**src/rtl/hec_filter_pkg.sv**
```systemverilog
package hec_filter_pkg;

  localparam int HDR_BYTES = 5;
  localparam int HDR_BITS  = 8 * HDR_BYTES;
  localparam logic [7:0] COSET     = 8'h55;
  localparam logic [7:0] IDLE_FILL = 8'h6A;

  typedef enum logic [1:0] {DISP_PASS, DISP_DROP, DISP_FILL} disp_e;
  typedef enum logic {ST_CORR, ST_DET} hec_st_e;

  // CRC-8, generator x^8+x^2+x+1, MSB first, zero start
  function automatic logic [7:0] crc8_32(input logic [31:0] v);
    logic [7:0] c;
    c = '0;
    for (int i = 31; i >= 0; i--) begin
      logic fb;
      fb = c[7] ^ v[i];
      c  = {c[6:0], 1'b0};
      if (fb) c = c ^ 8'h07;
    end
    return c;
  endfunction

  // syndrome produced by a lone flip at bit p of {header, check byte}
  function automatic logic [7:0] unit_syn(input int p);
    logic [31:0] u;
    if (p < 8) return 8'h01 << p;
    u = '0;
    u[p-8] = 1'b1;
    return crc8_32(u);
  endfunction

endpackage

```
**src/rtl/hec_syndrome.sv**
```systemverilog
module hec_syndrome
  import hec_filter_pkg::*;
(
  input  logic [HDR_BITS-1:0] hdr,
  output logic                clean,
  output logic                single,
  output logic [HDR_BITS-1:0] flip
);

  logic [7:0] syn;
  assign syn = crc8_32(hdr[HDR_BITS-1:8]) ^ COSET ^ hdr[7:0];

  // one comparator per header bit position against its fixed syndrome
  for (genvar p = 0; p < HDR_BITS; p++) begin : g_pos
    localparam logic [7:0] SYN_P = unit_syn(p);
    assign flip[p] = (syn == SYN_P);
  end

  assign clean  = (syn == 8'h00);
  assign single = |flip;

endmodule

```
**src/rtl/hec_ctrl.sv**
```systemverilog
module hec_ctrl
  import hec_filter_pkg::*;
#(
  parameter int CNT_W = 16
) (
  input  logic             clk,
  input  logic             rst_n,
  input  logic             dec_stb,
  input  logic             clean,
  input  logic             single,
  input  logic             corr_en,
  output logic             fix,
  output logic             bad,
  output logic             detect,
  output logic [CNT_W-1:0] bad_cnt
);

  localparam logic [CNT_W-1:0] CNT_MAX = '1;

  hec_st_e          st_q, st_d;
  logic [CNT_W-1:0] cnt_q, cnt_d;
  logic             cnt_en;

  always_comb begin
    st_d = st_q;
    fix  = 1'b0;
    bad  = 1'b0;
    if (dec_stb) begin
      if (clean) begin
        st_d = ST_CORR;
      end else begin
        st_d = ST_DET;
        if (single && corr_en && (st_q == ST_CORR)) fix = 1'b1;
        else                                        bad = 1'b1;
      end
    end
  end

  assign cnt_en = bad && (cnt_q != CNT_MAX);
  assign cnt_d  = cnt_q + 1'b1;

  always_ff @(posedge clk or negedge rst_n) begin
    if (!rst_n) begin
      st_q  <= ST_CORR;
      cnt_q <= '0;
    end else begin
      st_q <= st_d;
      if (cnt_en) cnt_q <= cnt_d;
    end
  end

  assign detect  = (st_q == ST_DET);
  assign bad_cnt = cnt_q;

  a_r5_err_to_det: assert property (@(posedge clk) disable iff (!rst_n)
    (dec_stb && !clean) |=> detect);
  a_r5_good_to_corr: assert property (@(posedge clk) disable iff (!rst_n)
    (dec_stb && clean) |=> !detect);
  a_r7_fix_not_counted: assert property (@(posedge clk) disable iff (!rst_n)
    (dec_stb && single && corr_en && !detect) |=> $stable(bad_cnt));
  a_r7_drop_counted: assert property (@(posedge clk) disable iff (!rst_n)
    (dec_stb && !clean && !(single && corr_en && !detect) && bad_cnt != CNT_MAX)
    |=> bad_cnt == $past(bad_cnt) + 1'b1);

endmodule

```
**src/rtl/hec_filter.sv**
```systemverilog
module hec_filter
  import hec_filter_pkg::*;
#(
  parameter int CELL_LEN = 53,
  parameter int CNT_W    = 16
) (
  input  logic             clk,
  input  logic             rst_n,
  input  logic             in_valid,
  input  logic             in_sop,
  input  logic [7:0]       in_data,
  input  logic             corr_en,
  input  logic             ima_mode,
  input  logic             drop_idle_en,
  output logic             out_valid,
  output logic             out_sop,
  output logic [7:0]       out_data,
  output logic [CNT_W-1:0] bad_cnt,
  output logic             in_detect
);

  localparam int DLY   = HDR_BYTES;
  localparam int IDX_W = $clog2(CELL_LEN + 1);
  localparam logic [IDX_W-1:0] IDX_END = IDX_W'(CELL_LEN);
  localparam logic [IDX_W-1:0] IDX_HEC = IDX_W'(HDR_BYTES - 1);
  localparam logic [HDR_BITS-1:0] FILL_HDR = {32'h0000_0001, crc8_32(32'h0000_0001) ^ COSET};

  // ---------------- input byte position ----------------
  logic [IDX_W-1:0] in_cnt_q, in_cnt_d, in_idx;
  logic             dec_stb;

  assign in_idx  = in_sop ? '0 : in_cnt_q;
  assign dec_stb = in_valid && (in_idx == IDX_HEC);

  always_comb begin
    in_cnt_d = in_cnt_q;
    if (in_valid) in_cnt_d = (in_idx == IDX_END) ? IDX_END : in_idx + 1'b1;
  end

  always_ff @(posedge clk or negedge rst_n) begin
    if (!rst_n) in_cnt_q <= IDX_END;
    else        in_cnt_q <= in_cnt_d;
  end

  // ---------------- delay line ----------------
  logic [7:0]     pd_q [DLY];
  logic [DLY-1:0] pv_q, ps_q;

  always_ff @(posedge clk or negedge rst_n) begin
    if (!rst_n) begin
      pv_q <= '0;
      ps_q <= '0;
    end else begin
      pv_q <= {pv_q[DLY-2:0], in_valid};
      ps_q <= {ps_q[DLY-2:0], in_valid && in_sop};
    end
  end

  for (genvar g = 0; g < DLY; g++) begin : g_stage
    if (g == 0) begin : g_head
      always_ff @(posedge clk) pd_q[0] <= in_data;
    end else begin : g_tail
      always_ff @(posedge clk) pd_q[g] <= pd_q[g-1];
    end
  end

  // ---------------- header check ----------------
  logic [HDR_BITS-1:0] hdr_in, syn_flip, hdr_fix;
  logic                syn_clean, syn_single, do_fix, do_bad;
  logic                is_idle, is_unass;

  assign hdr_in = {pd_q[3], pd_q[2], pd_q[1], pd_q[0], in_data};

  hec_syndrome u_syn (
    .hdr    (hdr_in),
    .clean  (syn_clean),
    .single (syn_single),
    .flip   (syn_flip)
  );

  hec_ctrl #(.CNT_W(CNT_W)) u_ctrl (
    .clk     (clk),
    .rst_n   (rst_n),
    .dec_stb (dec_stb),
    .clean   (syn_clean),
    .single  (syn_single),
    .corr_en (corr_en),
    .fix     (do_fix),
    .bad     (do_bad),
    .detect  (in_detect),
    .bad_cnt (bad_cnt)
  );

  assign hdr_fix  = hdr_in ^ (do_fix ? syn_flip : '0);
  // header layout: GFC[39:36] VPI[35:28] VCI[27:12] PT[11:9] CLP[8]
  assign is_idle  = (hdr_fix[HDR_BITS-1:8] == 32'h0000_0001);
  assign is_unass = (hdr_fix[35:12] == '0) && !hdr_fix[8];

  // ---------------- per-cell disposition ----------------
  disp_e               disp_q, disp_d;
  logic [HDR_BITS-1:0] hdr_q;

  always_comb begin
    if (do_bad)                                  disp_d = ima_mode ? DISP_FILL : DISP_DROP;
    else if (drop_idle_en && (is_idle || is_unass)) disp_d = DISP_DROP;
    else                                         disp_d = DISP_PASS;
  end

  always_ff @(posedge clk or negedge rst_n) begin
    if (!rst_n) begin
      disp_q <= DISP_PASS;
      hdr_q  <= '0;
    end else if (dec_stb) begin
      disp_q <= disp_d;
      hdr_q  <= hdr_fix;
    end
  end

  // ---------------- output side ----------------
  logic [IDX_W-1:0]    oidx_q, o_idx;
  logic [HDR_BITS-1:0] o_hdr;
  logic [7:0]          o_byte;

  assign o_idx = ps_q[DLY-1] ? '0 : oidx_q;
  assign o_hdr = (disp_q == DISP_FILL) ? FILL_HDR : hdr_q;

  always_comb begin
    o_byte = (disp_q == DISP_FILL) ? IDLE_FILL : pd_q[DLY-1];
    for (int b = 0; b < HDR_BYTES; b++) begin
      if (o_idx == IDX_W'(b)) o_byte = o_hdr[8*(HDR_BYTES-1-b) +: 8];
    end
  end

  always_ff @(posedge clk or negedge rst_n) begin
    if (!rst_n) begin
      oidx_q    <= IDX_END;
      out_valid <= 1'b0;
      out_sop   <= 1'b0;
      out_data  <= '0;
    end else begin
      if (pv_q[DLY-1]) oidx_q <= (o_idx == IDX_END) ? IDX_END : o_idx + 1'b1;
      out_valid <= pv_q[DLY-1] && (disp_q != DISP_DROP);
      out_sop   <= ps_q[DLY-1];
      out_data  <= o_byte;
    end
  end

  a_r1_contiguous: assert property (@(posedge clk) disable iff (!rst_n)
    (in_cnt_q != IDX_END) |-> in_valid);
  a_r3_one_flip: assert property (@(posedge clk) disable iff (!rst_n)
    dec_stb |-> $onehot0(syn_flip));
  a_r2_clean_no_flip: assert property (@(posedge clk) disable iff (!rst_n)
    (dec_stb && syn_clean) |-> !syn_single);

endmodule

```
**config.mk**
```make
export PLATFORM = sky130hd
export DESIGN_NAME = hec_filter
export DESIGN_NICKNAME = d
export VERILOG_FILES = /design/src/rtl/hec_filter_pkg.sv /design/src/rtl/hec_syndrome.sv /design/src/rtl/hec_ctrl.sv /design/src/rtl/hec_filter.sv
export SDC_FILE = /design/constraint.sdc
export NUM_CORES = 1
export LEC_CHECK = 0
export BUFFER_PORTS_ARGS = -buffer_cell sky130_fd_sc_hd__buf_2
export CAP_MARGIN = 20
export CELL_PAD_IN_SITES_DETAIL_PLACEMENT = 1
export CELL_PAD_IN_SITES_GLOBAL_PLACEMENT = 1
export CORE_MARGIN = 1.5
export CORE_UTILIZATION = 50
export CTS_BUF_LIST = sky130_fd_sc_hd__clkbuf_8
export CTS_CLUSTER_DIAMETER = 150
export DETAILED_ROUTE_END_ITERATION = 10
export HOLD_SLACK_MARGIN = 0.03
export MAX_ROUTING_LAYER = met4
export PLACE_DENSITY = 0.84
export SLEW_MARGIN = 20
export SYNTH_ARGS = -nofsm -noshare
export SYNTH_HDL_FRONTEND = slang
export SYNTH_SLANG_ARGS = --single-unit
```
**constraint.sdc**
```tcl
create_clock -name clk -period 5.9 [get_ports clk]
set_input_delay 1.18 -clock clk [delete_from_list [all_inputs] [get_ports clk]]
set_output_delay 1.18 -clock clk [all_outputs]
set_load 0.1 [all_outputs]
```
==> results of run 1 <==
==> per-stage QoR <==
| step | hold slack [ns] | worst slack [ns] |
|---|---|---|
| after floorplan | 0.326 | 1.23 |
| after global placement | 0.331 | 0.0263 |
| after detailed placement | 0.337 | 0.204 |
| after CTS | 0.360 | 0.157 |
| after global routing | 0.369 | 0.000461 |
| final | 0.360 | 0.136 |
==> state kept, by name (all words and copies together), names as in the netlist <==
signal,cells
u_ctrl.bad_cnt,16
disp_q,2
pd_q,40
out_sop,1
in_cnt_q,6
out_valid,1
oidx_q,6
out_data,8
u_ctrl.detect,1
pv_q,5
ps_q,5
hdr_q,40
==> critical path, cell delays in order (launching register included) <==
cell     delay, ns
dfxtp_1       0.57
xnor3_2       0.55
xnor3_1       0.50
xnor3_2       0.46
xnor2_4       0.21
xnor2_1       0.48
nor3_1        0.24
o21ai_1       0.35
o21a_1        0.22
nand4_1       0.12
or4_1         0.82
a21oi_1       0.62
nand4_1       0.18
mux2_2        0.31
==> worst min-delay path by stage <==
stage,end,slack [ns]
floorplan,pd_q[0][32]$_DFF_P_,0.33
global placement,pv_q[2]$_DFF_PN0_,0.33
detailed placement,pv_q[3]$_DFF_PN0_,0.34
CTS,pv_q[4]$_DFF_PN0_,0.36
global route,ps_q[4]$_DFF_PN0_,0.37
finish,pv_q[4]$_DFF_PN0_,0.36
==> cell families (layout without fill, tap and decap cells) <==
group / Yosys count / in the layout
flip-flops: 131 / 131
adder cells (fa/ha/maj): 8 / 8
multiplexers: 20 / 20
XOR/XNOR: 144 / 144
AO/OA/AOI/OAI: 185 / 185
buffers and inverters: 64 / 129
AND/OR/NAND/NOR: 290 / 290
==> cell type report <==
cell class,count,area (sq um)
fillers,1779,6500
multi-input cells,647,4580
flip-flops and latches,131,3090
repair buffers,69,415
well taps,211,264
clock buffers,19,262
clock inverters,13,160
inverters,28,105
==> power by group <==
part | switching (W) | leakage (nW) | internal [W] | total [W]
sequential | 0.000120 | 1.51 | 0.00103 | 0.00115
combinational | 0.00256 | 2.13 | 0.00126 | 0.00383
clock | 0.000376 | 0.211 | 0.000440 | 0.000816
total | 0.00306 | 3.85 | 0.00273 | 0.00579
==> per-layer routing <==
metal	up-vias	track usage [%]	share of wire, %	wire, microns
li1	3096	-	-	-
met1	3434	44.1	41	11300
met2	251	57.8	49	13200
met3	63	7.14	6.6	1810
met4	0	13.4	3.3	898
met5	-	-	0	0
==> timing repair <==
action,4_1_cts,5_1_grt
gates resized for setup,0,2
setup endpoints to repair,0,1
setup buffers,0,0
==> cell usage in the layout, fill, tap and decap left out, types with 30 or more instances in the layout <==
cell and count:
a21oi_1 34, buf_2 41, dfrtp_1 83, dfxtp_1 40, inv_1 30, nand2_1 91, nand3_1 37, nor2_1 60
o21ai_0 66, xnor2_1 70, xor2_1 43
==> impl_metrics.ini, run 1 <==
[sta]
rsz0062_at_grt = no
setup_viol = 0
finalMaxSlewViolations = 0
slew_headroom_pct = 37.3
tightest_slew_ns = 0.937
period_needed_ns = 5.76
fin_setup_tns_ns = 0
post-route-period-util_pct = 97.7
max_clock_freq_ghz = 0.173
fin_skew_ns = 0.00934
hold_viol = 0

[logic_synthesis]
synth_compound_area_share_pct = 15.2
synthMuxAreaShare_pct = 2.75
synth_top_family_by_area = XOR/XNOR gates
synthFlopType = dfrtp_1
ys_ff_latch = 131
synthAdderAreaFrac_pct = 1.26
netlist_instances = 842
yosys.cell_types.count = 72
yosys.area.top_type_share_pct = 26.1
syn-num-nets = 865
synth_area_sq_um = 7950
syn_avg_cell_area_sq_um = 9.44
synthTopCellsByCount = nand2_1 (91), dfrtp_1 (83), xnor2_1 (70)
ys_warn_count = 0
synth_edf_count = 0
synthArstFlopShare_pct = 69.5
netlist_top_cells_area = dfrtp_1 (26%), dfxtp_1 (10%), xnor2_1 (7.7%)
synth.most_common_cell = nand2_1
synth_seq_area_share_pct = 38.8
synth_top_area_cell = dfrtp_1
synth-xor-area-share_pct = 20.7
synth-simple-area-share_pct = 17.5

[pwr]
ir_drop_mv = 0.650
p_total_w = 0.00579
p_leak_nw = 3.85
pwr_density_cell_nw_per_um2 = 653

[floorplanning]
start_util_pct = 51.7
die_w_microns = 129
rows = 45
io_pins = 42
die_height_microns = 129
die-area_sq_um = 16700
core_area_sq_um = 15400

[route]
drtIter0Drc = 653
drc = 0
wirelength_mm = 27.2
vias = 6844
wl_per_cell_microns = 24.4
drt_pass1_iterations = 6
ant_nets = 0
via_per_inst = 6.12

[setup_path]
critical_path_class = reg -> reg
arrival_ns = 6.10
timing.rr.end = u_ctrl.bad_cnt[12]$_DFFE_PN0P_
r2r-start = pd_q[0][26]$_DFF_P_
ff2ff_path_depth = 13
start_kind = register
end_kind = register
rrSetupSlack_ns = 0.14
crit_start = pd_q[0][26]$_DFF_P_
crit_fanout = 11
cp.required_ns = 6.23
crit_end = u_ctrl.bad_cnt[12]$_DFFE_PN0P_

[placement]
hpwlAfterDp_mm = 20.9
place_inst = 1086
dpl_cell_area_sq_um = 8440
io_buffer_count = 41
gp_congestion = 0.974

[worst_hold_path]
min_from = pv_q[3]$_DFF_PN0_
timing.hold.worst_path_depth = 0
hold_class = reg -> reg

[cells_and_area]
layout.cells.non_filler = 1118
drive_gt1_share_pct = 15.7
syn_to_final_growth_pct = 11.6
nNetsFinal = 917
fin_util_pct = 57.7
n_antenna_cell = 0
design_area_sq_um = 8870

[grt]
antenna_found_initial = 0
gr-usage-all-layers_pct = 35.6
grt_pass1_vias = 7232
grt.overflow.total = 0
grt_max_degree = 74
grt_pass1_wl_mm = 42.4

[clock_network]
clock_sinks = 131
cts_hold_buf = 0
htreeDepth = 4
cts_tree = yes
cts_made_buffers = 17
cts_root_buffer = clkbuf_8
clk_pin_slew_worst_paths_ns = 0.08
clock_latency_ns = 0.45
clock_path_buffers = 2

[job]
drv_cap = 0

[status]
status = completed
Power figures use the tool's default switching activity.
==> run 2: changes to the inputs <==
- BUFFER_PORTS_ARGS: -buffer_cell sky130_fd_sc_hd__buf_2 -> unset
- CORE_UTILIZATION: 50 -> 52
- DONT_BUFFER_PORTS: unset -> 1
==> impl_metrics.ini, run 2 (synthesis results as in run 1) <==
[status]
status = completed

[sta]
tightest_slew_ns = 1.12
slew_headroom_pct = 25.7
period_needed_ns = 5.49
finalMaxSlewViolations = 0
max_clock_freq_ghz = 0.182
hold_viol = 0
post-route-period-util_pct = 93.1
rsz0062_at_grt = no
setup_viol = 0
fin_skew_ns = 0.0157
fin_setup_tns_ns = 0

[setup_path]
crit_end = u_ctrl.bad_cnt[13]$_DFFE_PN0P_
timing.rr.end = u_ctrl.bad_cnt[13]$_DFFE_PN0P_
ff2ff_path_depth = 13
arrival_ns = 5.86
crit_start = pd_q[0][28]$_DFF_P_
cp_num_buf_inv = 0
crit_fanout = 15
rrSetupSlack_ns = 0.41
start_kind = register
crit_cells = 13
critical_path_class = reg -> reg
crit_family = XOR/XNOR gates
cp.required_ns = 6.27
r2r-start = pd_q[0][28]$_DFF_P_
cp_cell_sequence = xnor3_1, xnor2_2, xor2_2, xor2_1, xnor3_1, and2_1, and2_1, a221oi_1, o32ai_1, or4_4, a211o_4, nor4_1, xnor2_1
slowest_delay_ns = 0.59
slowest_stage = dfxtp_1
end_kind = register

[clock_network]
clk_pin_slew_worst_paths_ns = 0.08
cts_tree = yes
cts_made_buffers = 17
clock_path_buffers = 2
cts_root_buffer = clkbuf_8
clock_sinks = 131
clock_latency_ns = 0.45
htreeDepth = 4

[grt]
grt_use_met1_pct = 43.6
grt_max_degree = 92
grt_pass1_vias = 7154
grtUsageMet3_pct = 6.92
gr-usage-all-layers_pct = 35.2
busiest_layer = met2
grt.overflow.total = 0
antenna_found_initial = 0
use_met2_pct = 55.6
grt_pass1_wl_mm = 41.2

[cells_and_area]
layout_common_cells = nand2_1 (91), dfrtp_1 (83), xnor2_1 (70), o21ai_0 (66), nor2_1 (60)
fin_util_pct = 56.5
fill_cells = 1721
multi_input_area_sq_um = 4580
nNetsFinal = 873
design_area_sq_um = 8520
final_common_cell = nand2_1
n_antenna_cell = 0
layout.cells.non_filler = 1051
final-seq-area_sq_um = 3090
drive_gt1_share_pct = 11.0
syn_to_final_growth_pct = 7.16

[route]
ant_nets = 0
drt_pass1_iterations = 5
drtIter0Drc = 589
wl_per_cell_microns = 25.1
drc = 0
via_per_inst = 6.39
vias = 6721
wirelength_mm = 26.4

[pwr]
p_total_w = 0.00547
pwr_density_cell_nw_per_um2 = 642
p_leak_nw = 3.62
ir_drop_mv = 0.589

[worst_hold_path]
hold_class = reg -> reg
timing.hold.worst_path_depth = 0

[placement]
place_inst = 1019
hpwlAfterDp_mm = 20.6
gp_congestion = 0.963
io_buffer_count = 0
dpl_cell_area_sq_um = 8180

[floorplanning]
die-area_sq_um = 16000
die_height_microns = 127
rows = 45
core_area_sq_um = 15100
io_pins = 42
start_util_pct = 52.7
die_w_microns = 127

[job]
drv_cap = 0
[run 2: through the flow]
| step | setup slack (ns) | hold WS [ns] |
|---|---|---|
| 2_1_floorplan | 1.23 | 0.326 |
| 3_3_place_gp | 0.511 | 0.333 |
| 3_5_place_dp | 0.365 | 0.338 |
| 4_1_cts | 0.278 | 0.359 |
| 5_1_grt | 0.164 | 0.372 |
| 6_report | 0.407 | 0.357 |
[run 2: worst min path at each step]
stage	start	endpoint	slack (ns)
final	ps_q[3]$_DFF_PN0_	ps_q[4]$_DFF_PN0_	0.36
after detailed placement	pv_q[2]$_DFF_PN0_	pv_q[3]$_DFF_PN0_	0.34
after floorplan	pd_q[0][24]$_DFF_P_	pd_q[0][32]$_DFF_P_	0.33
after global routing	pv_q[1]$_DFF_PN0_	pv_q[2]$_DFF_PN0_	0.37
after global placement	ps_q[0]$_DFF_PN0_	ps_q[1]$_DFF_PN0_	0.33
after CTS	pv_q[2]$_DFF_PN0_	pv_q[3]$_DFF_PN0_	0.36
[run 2: timing repair]
item / CTS / global route
hold endpoints to repair: 0 / 0
hold buffers: 0 / 0
buffers inserted: 0 / 0
endpoints found under the setup margin: 0 / 1
gates resized for setup: 0 / 2
[run 2: cell type report]
class	instances	share of cell area, %
multi-input combinational	647	53.7
sequential	131	36.2
timing repair buffer	25	2.20
inverter	28	1.23
tap	188	2.76
clock buffer	18	2.91
clock inverter	14	0.940
[run 2: where the power goes]
group / switching, W / internal (W) / leakage [nW] / total, W
clock network: 0.000356 / 0.000292 / 0.185 / 0.000648
logic: 0.00228 / 0.00117 / 1.92 / 0.00345
registers: 0.000346 / 0.00103 / 1.51 / 0.00137
[run 2: layer usage]
layer	wire [microns]	vias up
li1	-	3002
met1	11000	3371
met5	0	-
met2	12300	262
met3	1640	86
met4	1370	0
==> run 3: changes to the inputs <==
==> constraint.sdc (replaced) <==
create_clock -name clk -period 5.9 [get_ports clk]
set_input_delay 0.295 -clock clk [delete_from_list [all_inputs] [get_ports clk]]
set_output_delay 0.295 -clock clk [all_outputs]
set_load 0.1 [all_outputs]
==> impl_metrics.ini, run 3 (synthesis results as in run 1) <==
[status]
status = completed

[sta]
fin_skew_ns = 0.0140
max_clock_freq_ghz = 0.178
rsz0062_at_grt = no
period_needed_ns = 5.61
fin_ws_ns = 0.293
finalMaxSlewViolations = 0
tightest_slew_ns = 1.06
slew_headroom_pct = 29.1
fin_setup_tns_ns = 0
hold_viol = 0
post-route-period-util_pct = 95.0
setup_viol = 0

[clock_network]
clk_pin_slew_worst_paths_ns = 0.08
cts_made_buffers = 17
cts_tree = yes
clock_path_buffers = 2
clock_latency_ns = 0.46
cts_root_buffer = clkbuf_8
clock_sinks = 131
htreeDepth = 4
post-cts-setup-buffers = 0

[setup_path]
crit_fanout = 9
ff2ff_path_depth = 13
rrSetupSlack_ns = 0.29
timing.rr.end = disp_q[0]$_DFFE_PN0P_
end_kind = register
start_kind = register
arrival_ns = 5.99
r2r-start = pd_q[0][23]$_DFF_P_
cp.required_ns = 6.29
critical_path_class = reg -> reg

[floorplanning]
die_w_microns = 127
die_height_microns = 127
rows = 45
start_util_pct = 52.7
die-area_sq_um = 16000
io_pins = 42
core_area_sq_um = 15100

[grt]
grt_max_degree = 92
grt.overflow.total = 0
gr-usage-all-layers_pct = 36.8
grt_pass1_wl_mm = 42.3
antenna_found_initial = 0
grt_pass1_vias = 7214

[pwr]
seqPwrFrac_pct = 24.1
swShare_pct = 54.0
internal_power_w = 0.00261
power_switching_w = 0.00306
p_leak_nw = 3.71
pwr_density_cell_nw_per_um2 = 649
ir_drop_mv = 0.694
clock_power_share_pct = 14.3
p_comb_share_pct = 61.6

[placement]
io_buffer_count = 0
gp_congestion = 0.966
place_inst = 1019
pre_cts_ws_ns = 0.345
hpwlAfterDp_mm = 20.6

[worst_hold_path]
hold_class = in -> reg
min_from = in_data[7]
timing.hold.worst_path_depth = 2
holdPathEnd = hdr_q[7]$_DFFE_PN0P_

[route]
drtIter0Drc = 744
drc = 0
ant_nets = 0
wirelength_mm = 27.6
wl_per_cell_microns = 26.0
drt_pass1_iterations = 5
via_per_inst = 6.42
vias = 6828

[cells_and_area]
final_common_cell = nand2_1
syn_to_final_growth_pct = 10.1
layout.cells.non_filler = 1064
n_antenna_cell = 0
nNetsFinal = 886
layout_common_cells = nand2_1 (91), dfrtp_1 (83), xnor2_1 (70), o21ai_0 (66), nor2_1 (60)
drive_gt1_share_pct = 11.3

[job]
drv_cap = 0
[run 3: cell type report]
class | count | area, sq um
clock inverters | 15 | 183
flip-flops and latches | 131 | 3090
inverters | 28 | 105
fillers | 1740 | 6340
multi-input cells | 647 | 4570
repair buffers | 38 | 335
clock buffers | 17 | 234
well taps | 188 | 235
[run 3: how the worst max path moves through the flow]
stage / startpoint / to / cells past startpoint
floorplan: pd_q[0][26]$_DFF_P_ / u_ctrl.bad_cnt[7]$_DFFE_PN0P_ / 15
global route: pd_q[0][29]$_DFF_P_ / u_ctrl.bad_cnt[15]$_DFFE_PN0P_ / 13
global placement: pd_q[0][29]$_DFF_P_ / u_ctrl.bad_cnt[15]$_DFFE_PN0P_ / 13
CTS: pd_q[0][23]$_DFF_P_ / u_ctrl.bad_cnt[15]$_DFFE_PN0P_ / 13
detailed placement: pd_q[0][26]$_DFF_P_ / u_ctrl.bad_cnt[9]$_DFFE_PN0P_ / 13
finish: pd_q[0][23]$_DFF_P_ / disp_q[0]$_DFFE_PN0P_ / 13
[run 3: repair_timing]
| item | CTS | global route |
|---|---|---|
| resized for setup | 0 | 2 |
| endpoints found under the setup margin | 0 | 8 |
| endpoints found under the hold margin | 107 | 0 |
| hold buffers | 13 | 0 |
[run 3: metrics by stage]
stage / util (%) / hold slack [ns] / power (W) / area [sq um]
3_5_place_dp: 54.2 / 0.00121 / 0.00469 / 8180
3_3_place_gp: 54.2 / 0.00106 / 0.00463 / 8180
6_report: 58.0 / 0.0497 / 0.00568 / 8750
2_1_floorplan: - / -0.000591 / 0.00361 / 7950
4_1_cts: 58.0 / 0.0364 / 0.00554 / 8750
5_1_grt: 58.0 / 0.0530 / 0.00592 / 8750
[run 3: routing by layer]
metal	global-route usage (%)	wire, microns
met1	43.9	11100
met2	58.7	13100
met3	8.56	2010
met4	18.2	1330
met5	-	0
[run 3: power by group through the flow]
stage | clock network (W) | registers, W | logic [W]
detailed placement | 0 | 0.00138 | 0.00331
finish | 0.000812 | 0.00137 | 0.00350
floorplan | 0 | 0.00134 | 0.00227
CTS | 0.000817 | 0.00137 | 0.00335
global placement | 0 | 0.00138 | 0.00326
global route | 0.000850 | 0.00138 | 0.00369
[run 3: worst max-delay path, cell delays in order (launching register included)]
cell and delay [ns]:
dfxtp_1 0.47, xnor2_1 0.49, xor2_2 0.29, xnor3_1 0.46
xnor3_2 0.43, xor2_1 0.63, nand2b_1 0.38, nor3_1 0.69
nand2_1 0.23, a21o_1 0.22, a2111oi_0 0.39, nand4_1 0.27
a2111o_1 0.46, o21ai_1 0.14
